--- config.mk ---
export PLATFORM = sky130hd
export DESIGN_NAME = nor_shift_top
export DESIGN_NICKNAME = d
export VERILOG_FILES = /design/src/rtl/nor_shift_pkg.sv /design/src/rtl/nor_shift_datapath.sv /design/src/rtl/nor_shift_control.sv /design/src/rtl/nor_shift_top.sv
export SDC_FILE = /design/constraint.sdc
export NUM_CORES = 1
export LEC_CHECK = 0
export CAP_MARGIN = 40
export CORE_MARGIN = 2
export CORE_UTILIZATION = 65
export CTS_CLUSTER_DIAMETER = 80
export DETAILED_ROUTE_END_ITERATION = 16
export PLACE_DENSITY_LB_ADDON = 0.3
export SYNTH_ARGS = -nofsm -noshare
export SYNTH_HDL_FRONTEND = slang
export SYNTH_SLANG_ARGS = --single-unit
export TNS_END_PERCENT = 100
--- constraint.sdc ---
create_clock -name clk -period 5.3 [get_ports clk]
set_clock_uncertainty 0.2 [all_clocks]
set_input_delay 1.06 -clock clk [delete_from_list [all_inputs] [get_ports clk]]
set_output_delay 1.06 -clock clk [all_outputs]
set_load 0.02 [all_outputs]
--- src/rtl/nor_shift_pkg.sv ---
package nor_shift_pkg;

  localparam int ADDR_W = 5;

  localparam logic [ADDR_W-1:0] ADDR_CMD = 5'h00;
  localparam logic [ADDR_W-1:0] ADDR_LEN = 5'h01;
  localparam logic [ADDR_W-1:0] ADDR_OUT = 5'h08;
  localparam logic [ADDR_W-1:0] ADDR_CAP = 5'h10;

  localparam logic [7:0] CMD_GENERIC = 8'h04;
  localparam logic [7:0] CMD_WSTAT   = 8'h20;
  localparam int         WSTAT_BITS  = 8;

  typedef struct packed {
    logic load;
    logic step;
  } dpStrobe_t;

  typedef enum logic [2:0] {
    PH_IDLE,
    PH_LEAD,
    PH_HIGH,
    PH_LOW,
    PH_TRAIL
  } phase_t;

endpackage

--- src/rtl/nor_shift_datapath.sv ---
module nor_shift_datapath
  import nor_shift_pkg::*;
#(
  parameter int BANK_BYTES = 6
) (
  input  logic              clk,
  input  logic              rstN,
  input  logic              busWe,
  input  logic [ADDR_W-1:0] busAddr,
  input  logic [7:0]        busWdata,
  input  dpStrobe_t         strobe,
  input  logic              spiMiso,
  output logic              spiMosi,
  output logic [7:0]        dataRd
);

  localparam int CHAIN_W = 8 * BANK_BYTES;

  logic [7:0]         outReg [BANK_BYTES];
  logic [CHAIN_W-1:0] outFlat;
  logic [CHAIN_W-1:0] txShift;
  logic [CHAIN_W-1:0] capShift;

  for (genvar i = 0; i < BANK_BYTES; i++) begin : g_outReg
    always_ff @(posedge clk) begin
      if (!rstN) begin
        outReg[i] <= '0;
      end else if (busWe && busAddr == ADDR_W'(ADDR_OUT + i)) begin
        outReg[i] <= busWdata;
      end
    end
    assign outFlat[i*8 +: 8] = outReg[i];
  end

  always_ff @(posedge clk) begin
    if (!rstN) begin
      txShift  <= '0;
      capShift <= '0;
    end else if (strobe.load) begin
      txShift  <= outFlat;
      capShift <= '0;
    end else if (strobe.step) begin
      txShift  <= {txShift[CHAIN_W-2:0], 1'b0};
      capShift <= {capShift[CHAIN_W-2:0], spiMiso};
    end
  end

  assign spiMosi = txShift[CHAIN_W-1];

  always_comb begin
    dataRd = '0;
    for (int i = 0; i < BANK_BYTES; i++) begin
      if (busAddr == ADDR_W'(ADDR_OUT + i)) dataRd = outReg[i];
      if (busAddr == ADDR_W'(ADDR_CAP + i)) dataRd = capShift[i*8 +: 8];
    end
  end

  // MOSI may move only on a load or a shift step
  p_mosi_hold_r8: assert property (@(posedge clk) disable iff (!rstN)
    !(strobe.load || strobe.step) |=> $stable(spiMosi));

  // the capture chain starts every frame empty
  p_cap_cleared_r4: assert property (@(posedge clk) disable iff (!rstN)
    strobe.load |=> capShift == '0);

endmodule

--- src/rtl/nor_shift_control.sv ---
module nor_shift_control
  import nor_shift_pkg::*;
#(
  parameter int HALF_DIV = 4,
  parameter int MAX_BITS = 56
) (
  input  logic              clk,
  input  logic              rstN,
  input  logic              busWe,
  input  logic [ADDR_W-1:0] busAddr,
  input  logic [7:0]        busWdata,
  output logic [7:0]        cmdRd,
  output logic [7:0]        lenRd,
  output dpStrobe_t         strobe,
  output logic              spiCsN,
  output logic              spiSck
);

  localparam int TMR_W = (2 * HALF_DIV > 1) ? $clog2(2 * HALF_DIV) : 1;
  localparam int BIT_W = $clog2(MAX_BITS + 1);
  localparam logic [TMR_W-1:0] HALF_END = TMR_W'(HALF_DIV - 1);
  localparam logic [TMR_W-1:0] FULL_END = TMR_W'(2 * HALF_DIV - 1);

  phase_t           phase;
  logic [TMR_W-1:0] timer;
  logic [BIT_W-1:0] bitsLeft;
  logic [BIT_W-1:0] reqBits;
  logic [7:0]       cmdReg;
  logic [7:0]       lenReg;
  logic             cmdWr;
  logic             wantStat;
  logic             wantGen;
  logic             startGo;

  assign cmdWr    = busWe && (busAddr == ADDR_CMD) && (phase == PH_IDLE);
  assign wantStat = busWdata[5];
  assign wantGen  = busWdata[2];

  always_comb begin
    if (wantStat) begin
      reqBits = BIT_W'(WSTAT_BITS);
    end else if (lenReg > 8'(MAX_BITS)) begin
      reqBits = BIT_W'(MAX_BITS);
    end else begin
      reqBits = BIT_W'(lenReg);
    end
  end

  assign startGo     = cmdWr && (wantStat || (wantGen && reqBits != '0));
  assign strobe.load = startGo;
  assign strobe.step = (phase == PH_HIGH) && (timer == HALF_END);

  always_ff @(posedge clk) begin
    if (!rstN) begin
      phase    <= PH_IDLE;
      timer    <= '0;
      bitsLeft <= '0;
      cmdReg   <= '0;
      lenReg   <= '0;
    end else begin
      if (busWe && busAddr == ADDR_LEN) lenReg <= busWdata;
      case (phase)
        PH_IDLE: begin
          if (startGo) begin
            phase    <= PH_LEAD;
            timer    <= '0;
            bitsLeft <= reqBits;
            cmdReg   <= wantStat ? CMD_WSTAT : CMD_GENERIC;
          end
        end
        PH_LEAD: begin
          if (timer == FULL_END) begin
            phase <= PH_HIGH;
            timer <= '0;
          end else begin
            timer <= timer + 1'b1;
          end
        end
        PH_HIGH: begin
          if (timer == HALF_END) begin
            timer    <= '0;
            bitsLeft <= bitsLeft - 1'b1;
            phase    <= (bitsLeft == BIT_W'(1)) ? PH_TRAIL : PH_LOW;
          end else begin
            timer <= timer + 1'b1;
          end
        end
        PH_LOW: begin
          if (timer == HALF_END) begin
            phase <= PH_HIGH;
            timer <= '0;
          end else begin
            timer <= timer + 1'b1;
          end
        end
        PH_TRAIL: begin
          if (timer == FULL_END) begin
            phase  <= PH_IDLE;
            timer  <= '0;
            cmdReg <= '0;
          end else begin
            timer <= timer + 1'b1;
          end
        end
        default: phase <= PH_IDLE;
      endcase
    end
  end

  assign spiCsN = (phase == PH_IDLE);
  assign spiSck = (phase == PH_HIGH);
  assign cmdRd  = cmdReg;
  assign lenRd  = lenReg;

  // the bit counter never exceeds the frame limit
  p_bits_bound_r2: assert property (@(posedge clk) disable iff (!rstN)
    bitsLeft <= BIT_W'(MAX_BITS));

  // command writes inside the shifting phases leave the command untouched
  p_busy_ignore_r9: assert property (@(posedge clk) disable iff (!rstN)
    (phase == PH_HIGH || phase == PH_LOW) |=> $stable(cmdReg));

  // the command bit is clear by the time chip select releases
  p_done_clear_r5: assert property (@(posedge clk) disable iff (!rstN)
    $rose(spiCsN) |-> cmdReg == 8'h00);

  // a selected flash always has a command pending
  p_busy_shown_r5: assert property (@(posedge clk) disable iff (!rstN)
    !spiCsN |-> cmdReg != 8'h00);

endmodule

--- src/rtl/nor_shift_top.sv ---
module nor_shift_top
  import nor_shift_pkg::*;
#(
  parameter int HALF_DIV        = 4,
  parameter int BANK_BYTES      = 6,
  parameter int MAX_FRAME_BYTES = 7
) (
  input  logic       clk,
  input  logic       rstN,
  input  logic       busWe,
  input  logic [4:0] busAddr,
  input  logic [7:0] busWdata,
  output logic [7:0] busRdata,
  output logic       spiCsN,
  output logic       spiSck,
  output logic       spiMosi,
  input  logic       spiMiso
);

  localparam int MAX_BITS = 8 * MAX_FRAME_BYTES;

  dpStrobe_t  strobe;
  logic [7:0] cmdRd;
  logic [7:0] lenRd;
  logic [7:0] dataRd;

  nor_shift_control #(
    .HALF_DIV (HALF_DIV),
    .MAX_BITS (MAX_BITS)
  ) u_control (
    .clk      (clk),
    .rstN     (rstN),
    .busWe    (busWe),
    .busAddr  (busAddr),
    .busWdata (busWdata),
    .cmdRd    (cmdRd),
    .lenRd    (lenRd),
    .strobe   (strobe),
    .spiCsN   (spiCsN),
    .spiSck   (spiSck)
  );

  nor_shift_datapath #(
    .BANK_BYTES (BANK_BYTES)
  ) u_datapath (
    .clk      (clk),
    .rstN     (rstN),
    .busWe    (busWe),
    .busAddr  (busAddr),
    .busWdata (busWdata),
    .strobe   (strobe),
    .spiMiso  (spiMiso),
    .spiMosi  (spiMosi),
    .dataRd   (dataRd)
  );

  always_comb begin
    if (busAddr == ADDR_CMD)      busRdata = cmdRd;
    else if (busAddr == ADDR_LEN) busRdata = lenRd;
    else                          busRdata = dataRd;
  end

endmodule

==> run metrics, run 1 <==
DIE AREA 13,200 sq um; DR DRC count 0; WL final 23,000 um; site row count 40; Avg Inst Size Synth 8.26 sq um; clk sink count 166; Die W 115 um; switching share of power 0.256; Post-DRT Antenna Nets 0; part of the power in registers 0.488; final hold violations 0; worst slew pin tran 0.735 ns; GRT overflow 0; drt pass-1 iters 8; core footprint 12,000 sq um; Comb pwr share 0.086; Yosys cell types 61; Worst path slowest cell clkdlybuf4s50_1; Layout area overhead 13.3%; most common cell after layout, fill and taps aside nand2_1; clk_lat worst skew 0.43 ns; post-cts hold buffer count 0; CP required 4.04 ns; power density over cell area 308 nW/um^2; Pint 2.08 mW; status completed; Placer Congestion 1.03; worst path cell trace clkdlybuf4s50_1 -> buf_4 -> nor2b_1 -> a32oi_1 -> and3_1 -> a221oi_1 -> clkdlybuf4s50_1; cell repeated most along the worst path clkdlybuf4s50_1; Worst EP arrival 3.91 ns; clk root buf clkbuf_16; Routed WL per cell 20.1 um; asr flop ratio synth 0; share of layout cells above drive strength 1 0.0803; Slew Viols, Final 0; PostCTS Resize Cnt 0; kind of path behind the tightest hold check reg -> reg; critical path type in -> out; DP Wirelength 16,000 um; Max clock buf depth 2; post-layout min period 5.17 ns; Die Ht 115 um; Post-synth EDFFs 48; CP max stage delay 0.79 ns; drt first-iter violations 902; Nets 1,006; synthesized instance count 971; Worst VDD drop 0.320 mV; Net Count, Synth 994; Sw Pwr 716 uW; Filler cells 900; sequential share of the synthesized area 0.474; Finish-stage setup viols 0; Crit Path Max Fanout 14; Synth Cell Area 8020 sq um; RSZ-0062 raised after global routing false; number of CTS-inserted buffers 17; Global Route Usage Sum 0.360; vias per cell 6.59; CP Capture Type output port; P_leak 3.18 nW; clk slew on worst S/H paths 0.07 ns; most frequent cells in the layout nand2_1, dfxtp_1, nor2_1; first-pass GRT wire length 36,300 um; Initial Utilization 0.668; type of origin of the critical path primary input; Core Util, Final 0.757; synthesis warning total 0; Tcrit/Tclk final 0.975; largest net degree at the start of global routing 62; Clk pwr share 0.425; Max-slew headroom 0.507; initial antenna violation count 0; Ports 28; H-tree depth 4; max_cap viols 0; Synth Register Bits 166; ant diodes 0; via count 7,536; fmax 0.194 GHz; I/O Buffers 27; CTS tree yes; ys flop type dfxtp_1; setup TNS 0 ns; setup bufs post-CTS 0; vias in the first global route 6,720
==> state kept, by name, summed over array words and instances (netlist names) <==
name / count
u_datapath.txShift: 48
u_control.bitsLeft: 6
u_control.cmdRd: 2
u_control.timer: 3
u_control.lenRd: 8
u_datapath.capShift: 48
u_datapath.outReg: 48
u_control.phase: 3
==> area by class of cell <==
| type | count | area [sq um] | area share |
|---|---|---|---|
| multi-input combinational | 713 | 3860 | 0.425 |
| clock inverter | 11 | 83.8 | 0.00922 |
| timing repair buffer | 69 | 616 | 0.0677 |
| inverter | 16 | 60.1 | 0.00661 |
| clock buffer | 21 | 482 | 0.0530 |
| tap | 147 | 184 | 0.0202 |
| sequential | 166 | 3800 | 0.419 |
==> routing by layer <==
layer | part of all wire | track usage | wire length, um | vias up
met5 | 0 | 0 | 0 | -
met4 | 0.041 | 0.155 | 950 | 0
li1 | - | - | - | 3478
met1 | 0.40 | 0.495 | 9310 | 3517
met3 | 0.095 | 0.0785 | 2180 | 81
met2 | 0.46 | 0.555 | 10600 | 460
==> cells by family (layout without fill, tap and decap cells) <==
family	count (synthesis)	count (layout)	share of synthesized area
muxes	5	5	0.00624
xor gates and xnor gates	2	2	0.00218
adders and majority gates	6	6	0.00936
DFF	166	166	0.474
AOI/OAI and AO/OA	243	243	0.206
buffers and inverters	92	117	0.0465
and+or+nand+nor	457	457	0.255
==> worst paths after layout <==
path	from	slack [ns]	endpoint	depth (start not counted)
setup / recovery	busAddr[2]	0.13	busRdata[3]	7
hold / removal	u_datapath.txShift[46]$_SDFFE_PN0P_	0.27	u_datapath.txShift[46]$_SDFFE_PN0P_	2
setup reg to reg	u_control.phase[2]$_SDFFE_PN0P_	1.92	u_datapath.txShift[8]$_SDFFE_PN0P_	7
hold reg to reg	u_datapath.txShift[46]$_SDFFE_PN0P_	0.27	u_datapath.txShift[46]$_SDFFE_PN0P_	2
==> critical path, delay by kind of cell <==
kind | cells | cell delay, ns
and+or+nand+nor | 2 | 0.53
AOI/OAI and AO/OA | 2 | 0.56
buffers and inverters | 3 | 1.74
==> stage by stage <==
step / hold WS (ns) / instance area, sq um / setup WS [ns] / instances / power (mW)
2_1_floorplan: 0.242 / 8020 / 1.11 / 971 / 1.52
3_3_place_gp: 0.254 / 8480 / 0.229 / 1108 / 1.62
3_5_place_dp: 0.259 / 8520 / 0.196 / 1111 / 1.63
4_1_cts: 0.268 / 9080 / 0.194 / 1143 / 2.80
5_1_grt: 0.278 / 9090 / 0.0257 / 1143 / 2.87
6_report: 0.266 / 9090 / 0.135 / 1143 / 2.80
==> synth_stat cells, types with 3 or more instances <==
master | n | area (sq um)
mux2i_1 | 5 | 50.1
nor3_1 | 14 | 70.1
o32ai_1 | 4 | 35.0
a2bb2oi_1 | 12 | 105
a311oi_1 | 49 | 429
a221oi_1 | 4 | 35.0
ha_1 | 6 | 75.1
buf_1 | 4 | 15.0
a21oi_1 | 74 | 370
a211oi_1 | 6 | 45.0
o211ai_1 | 7 | 52.6
a31oi_1 | 7 | 43.8
o221ai_1 | 3 | 26.3
nand3_1 | 29 | 145
and2_1 | 49 | 307
o22ai_1 | 11 | 68.8
nor3b_1 | 5 | 37.5
a32oi_1 | 5 | 43.8
o21ai_0 | 34 | 170
nor2_1 | 92 | 345
nand2_1 | 223 | 837
inv_1 | 15 | 56.3
a22oi_1 | 5 | 37.5
and3_1 | 8 | 50.1
o2bb2ai_1 | 5 | 43.8
dfxtp_1 | 118 | 2360
or3_1 | 4 | 25.0
nand2b_1 | 10 | 62.6
edfxtp_1 | 48 | 1440
nor2b_1 | 8 | 50.1
buf_2 | 16 | 80.1
clkbuf_1 | 54 | 203
==> power groups by stage <==
stage | registers (mW) | logic (mW) | clock network [mW]
finish | 1.37 | 0.242 | 1.19
global route | 1.37 | 0.258 | 1.24
CTS | 1.37 | 0.235 | 1.20
detailed placement | 1.39 | 0.231 | 0
global placement | 1.39 | 0.228 | 0
floorplan | 1.38 | 0.140 | 0
Note: power is estimated with default switching activity, not from simulation.
==> run 2, diff against run 1 <==
--- a/config.mk
+++ b/config.mk
@@ -10,8 +10,8 @@
 export CORE_UTILIZATION = 65
 export CTS_CLUSTER_DIAMETER = 80
 export DETAILED_ROUTE_END_ITERATION = 16
+export GPL_ROUTABILITY_DRIVEN = 0
 export PLACE_DENSITY_LB_ADDON = 0.3
 export SYNTH_ARGS = -nofsm -noshare
 export SYNTH_HDL_FRONTEND = slang
 export SYNTH_SLANG_ARGS = --single-unit
-export TNS_END_PERCENT = 100
==> run 2 against run 1 <==
  * Die area unchanged
  * Combinational power shrank 2%
  * Worst hold slack gained 0.0017 ns
  * Non-clock buffer count is 7 lower
  * Flip-flop and latch count stayed put
  * Fmax grew 0.49%
  * Total power hardly changed
  * Register-to-register slack improved by 0.41 ns
  * Final cell count fell by 0.61%
  * Critical endpoint is now busRdata[1]
==> run metrics, run 2 (synthesis gave the netlist of run 1 again) <==
power density over cell area 310 nW/um^2 (+0.43%); drt pass-1 iters 7 (-1); most frequent cells in the layout nand2_1, dfxtp_1, nor2_1; vias in the first global route 6,828 (+1.6%); RSZ-0062 raised after global routing false; kind of path behind the tightest hold check reg -> reg; CP max stage delay 0.58 ns (-0.21 ns); core footprint 12,000 sq um (unchanged); Initial Utilization 0.668 (unchanged); worst slew pin tran 0.734 ns (-0.000979 ns); worst path cell trace clkdlybuf4s50_1 -> buf_4 -> nor3b_1 -> buf_4 -> nand2_1 -> o221ai_1 -> a311oi_1 -> o21ai_0 -> clkdlybuf4s50_1; DP Wirelength 15,300 um (-4.2%); Pint 2.10 mW (+0.79%); Worst path slowest cell clkdlybuf4s50_1; critical path type in -> out; WL final 22,500 um (-2.3%); P_leak 3.15 nW (-0.64%); Final WS setup 0.160 ns (+0.0251 ns); post-layout min period 5.14 ns (-0.0251 ns); Crit Path Max Fanout 27 (+13); Filler cells 854 (-5.1%); post-cts hold buffer count 0 (unchanged); via count 7,603 (+0.89%); clk slew on worst S/H paths 0.06 ns (about the same); Max clock buf depth 2 (unchanged); Worst Setup Slack post-DPL 0.269 ns (+0.0736 ns); Sw Pwr 701 uW (-2.0%); initial antenna violation count 0 (unchanged); Finish-stage setup viols 0 (unchanged); cell family with most CP delay buffers and inverters; clk_lat worst skew 0.43 ns (about the same); Post-DRT Antenna Nets 0 (unchanged); CP bufs+invs 4 (+1); fmax 0.195 GHz (+0.49%); Nets 999 (-0.70%); clk sink count 166 (unchanged); drt first-iter violations 1,144 (+27%); GRT overflow 0 (unchanged); Clk pwr share 0.427 (+0.002); Ports 28 (unchanged); Comb pwr share 0.085 (about the same); Final Non-Filler Cells 1,136 (-0.61%); I/O Buffers 27 (unchanged); Die W 115 um (unchanged); switching share of power 0.250 (-0.00537); CP required 4.04 ns (about the same); Fin Hold WS 0.268 ns (+0.00174 ns); Slew Viols, Final 0 (unchanged); largest net degree at the start of global routing 96 (+55%); Routed WL per cell 19.8 um (-1.7%); status completed; Tcrit/Tclk final 0.970 (-0.00473); final hold violations 0 (unchanged); CP Capture Type output port; H-tree depth 4 (unchanged); number of CTS-inserted buffers 17 (unchanged); Global Route Usage Sum 0.351 (-0.00965); site row count 40 (unchanged); Regs by FF count u_datapath.capShift (48), u_datapath.outReg (48), u_datapath.txShift (48); DIE AREA 13,200 sq um (unchanged); first-pass GRT wire length 35,600 um (-1.8%); clk root buf clkbuf_16; Max-slew headroom 0.511 (+0.00368); share of layout cells above drive strength 1 0.0738 (-0.00651); CTS tree yes; DR DRC count 0 (unchanged); part of the power in registers 0.488 (about the same); Worst EP arrival 3.88 ns (-0.03 ns); Layout area overhead 12.9%; type of origin of the critical path primary input; dpl cells 1,104 (-0.63%); most common cell after layout, fill and taps aside nand2_1; Worst VDD drop 0.273 mV (-14%); max_cap viols 0 (unchanged); setup TNS 0 ns (unchanged); Die Ht 115 um (unchanged); ant diodes 0 (unchanged); vias per cell 6.69 (+1.5%)
[run 2: cell types whose count changed in the layout (fill, tap and decap cells not counted)]
cell / change
clkinv_2: +2
inv_8: -1
buf_12: +1
inv_4: -2
buf_4: -8
bufinv_16: +1
clkinv_4: +3
clkbuf_8: -2
clkinvlp_4: -1
[run 2: power by group through the flow]
stage | Combinational [mW] | Clock (mW) | Sequential (mW)
finish | 0.238 | 1.20 | 1.37
global route | 0.251 | 1.26 | 1.37
CTS | 0.230 | 1.21 | 1.36
detailed placement | 0.227 | 0 | 1.39
global placement | 0.224 | 0 | 1.39
floorplan | 0.140 | 0 | 1.38
[run 2: layer usage]
layer | track usage | share of wire
met3 | 0.0865 | 0.12
met5 | 0 | 0
met1 | 0.474 | 0.38
met2 | 0.523 | 0.44
met4 | 0.189 | 0.058
[run 2: tightest hold or removal path: cells and delay by family, from the launching register on]
family / cells / cell delay (ns)
and+or+nand+nor: 1 / 0.06
AOI/OAI and AO/OA: 1 / 0.05
DFF: 1 / 0.32
[run 2: path summary, 6_finish.rpt]
check / slack, ns / cells after the start / startpoint / end
worst max-delay path: 0.16 / 9 / busAddr[4] / busRdata[1]
worst min-delay path: 0.27 / 2 / u_datapath.capShift[0]$_SDFFE_PP0P_ / u_datapath.capShift[1]$_SDFFE_PP0P_
worst max register to register: 2.33 / 7 / u_control.phase[2]$_SDFFE_PN0P_ / u_datapath.txShift[24]$_SDFFE_PN0P_
worst min register to register: 0.27 / 2 / u_datapath.capShift[0]$_SDFFE_PP0P_ / u_datapath.capShift[1]$_SDFFE_PP0P_
[run 2: cell type report]
| class | instances | area [sq um] | share of cell area |
|---|---|---|---|
| inverters | 16 | 60.1 | 0.00663 |
| well taps | 147 | 184 | 0.0203 |
| repair buffers | 62 | 576 | 0.0636 |
| flip-flops and latches | 166 | 3800 | 0.420 |
| clock buffers | 19 | 454 | 0.0502 |
| multi-input cells | 713 | 3860 | 0.426 |
| clock inverters | 13 | 119 | 0.0131 |
[run 2: metrics by stage]
step           power [mW]  instance area, sq um  utilization
4_1_cts              2.80                  9050        0.754
3_3_place_gp         1.62                  8440        0.703
5_1_grt              2.88                  9050        0.754
2_1_floorplan        1.52                  8020            -
3_5_place_dp         1.62                  8480        0.706
6_report             2.80                  9050        0.754
[run 2: timing repair]
action / in CTS / in global routing
setup buffers: 0 / 0
endpoints found under the setup margin: 0 / 1
endpoints found under the hold margin: 0 / 0
gates resized for setup: 0 / 1
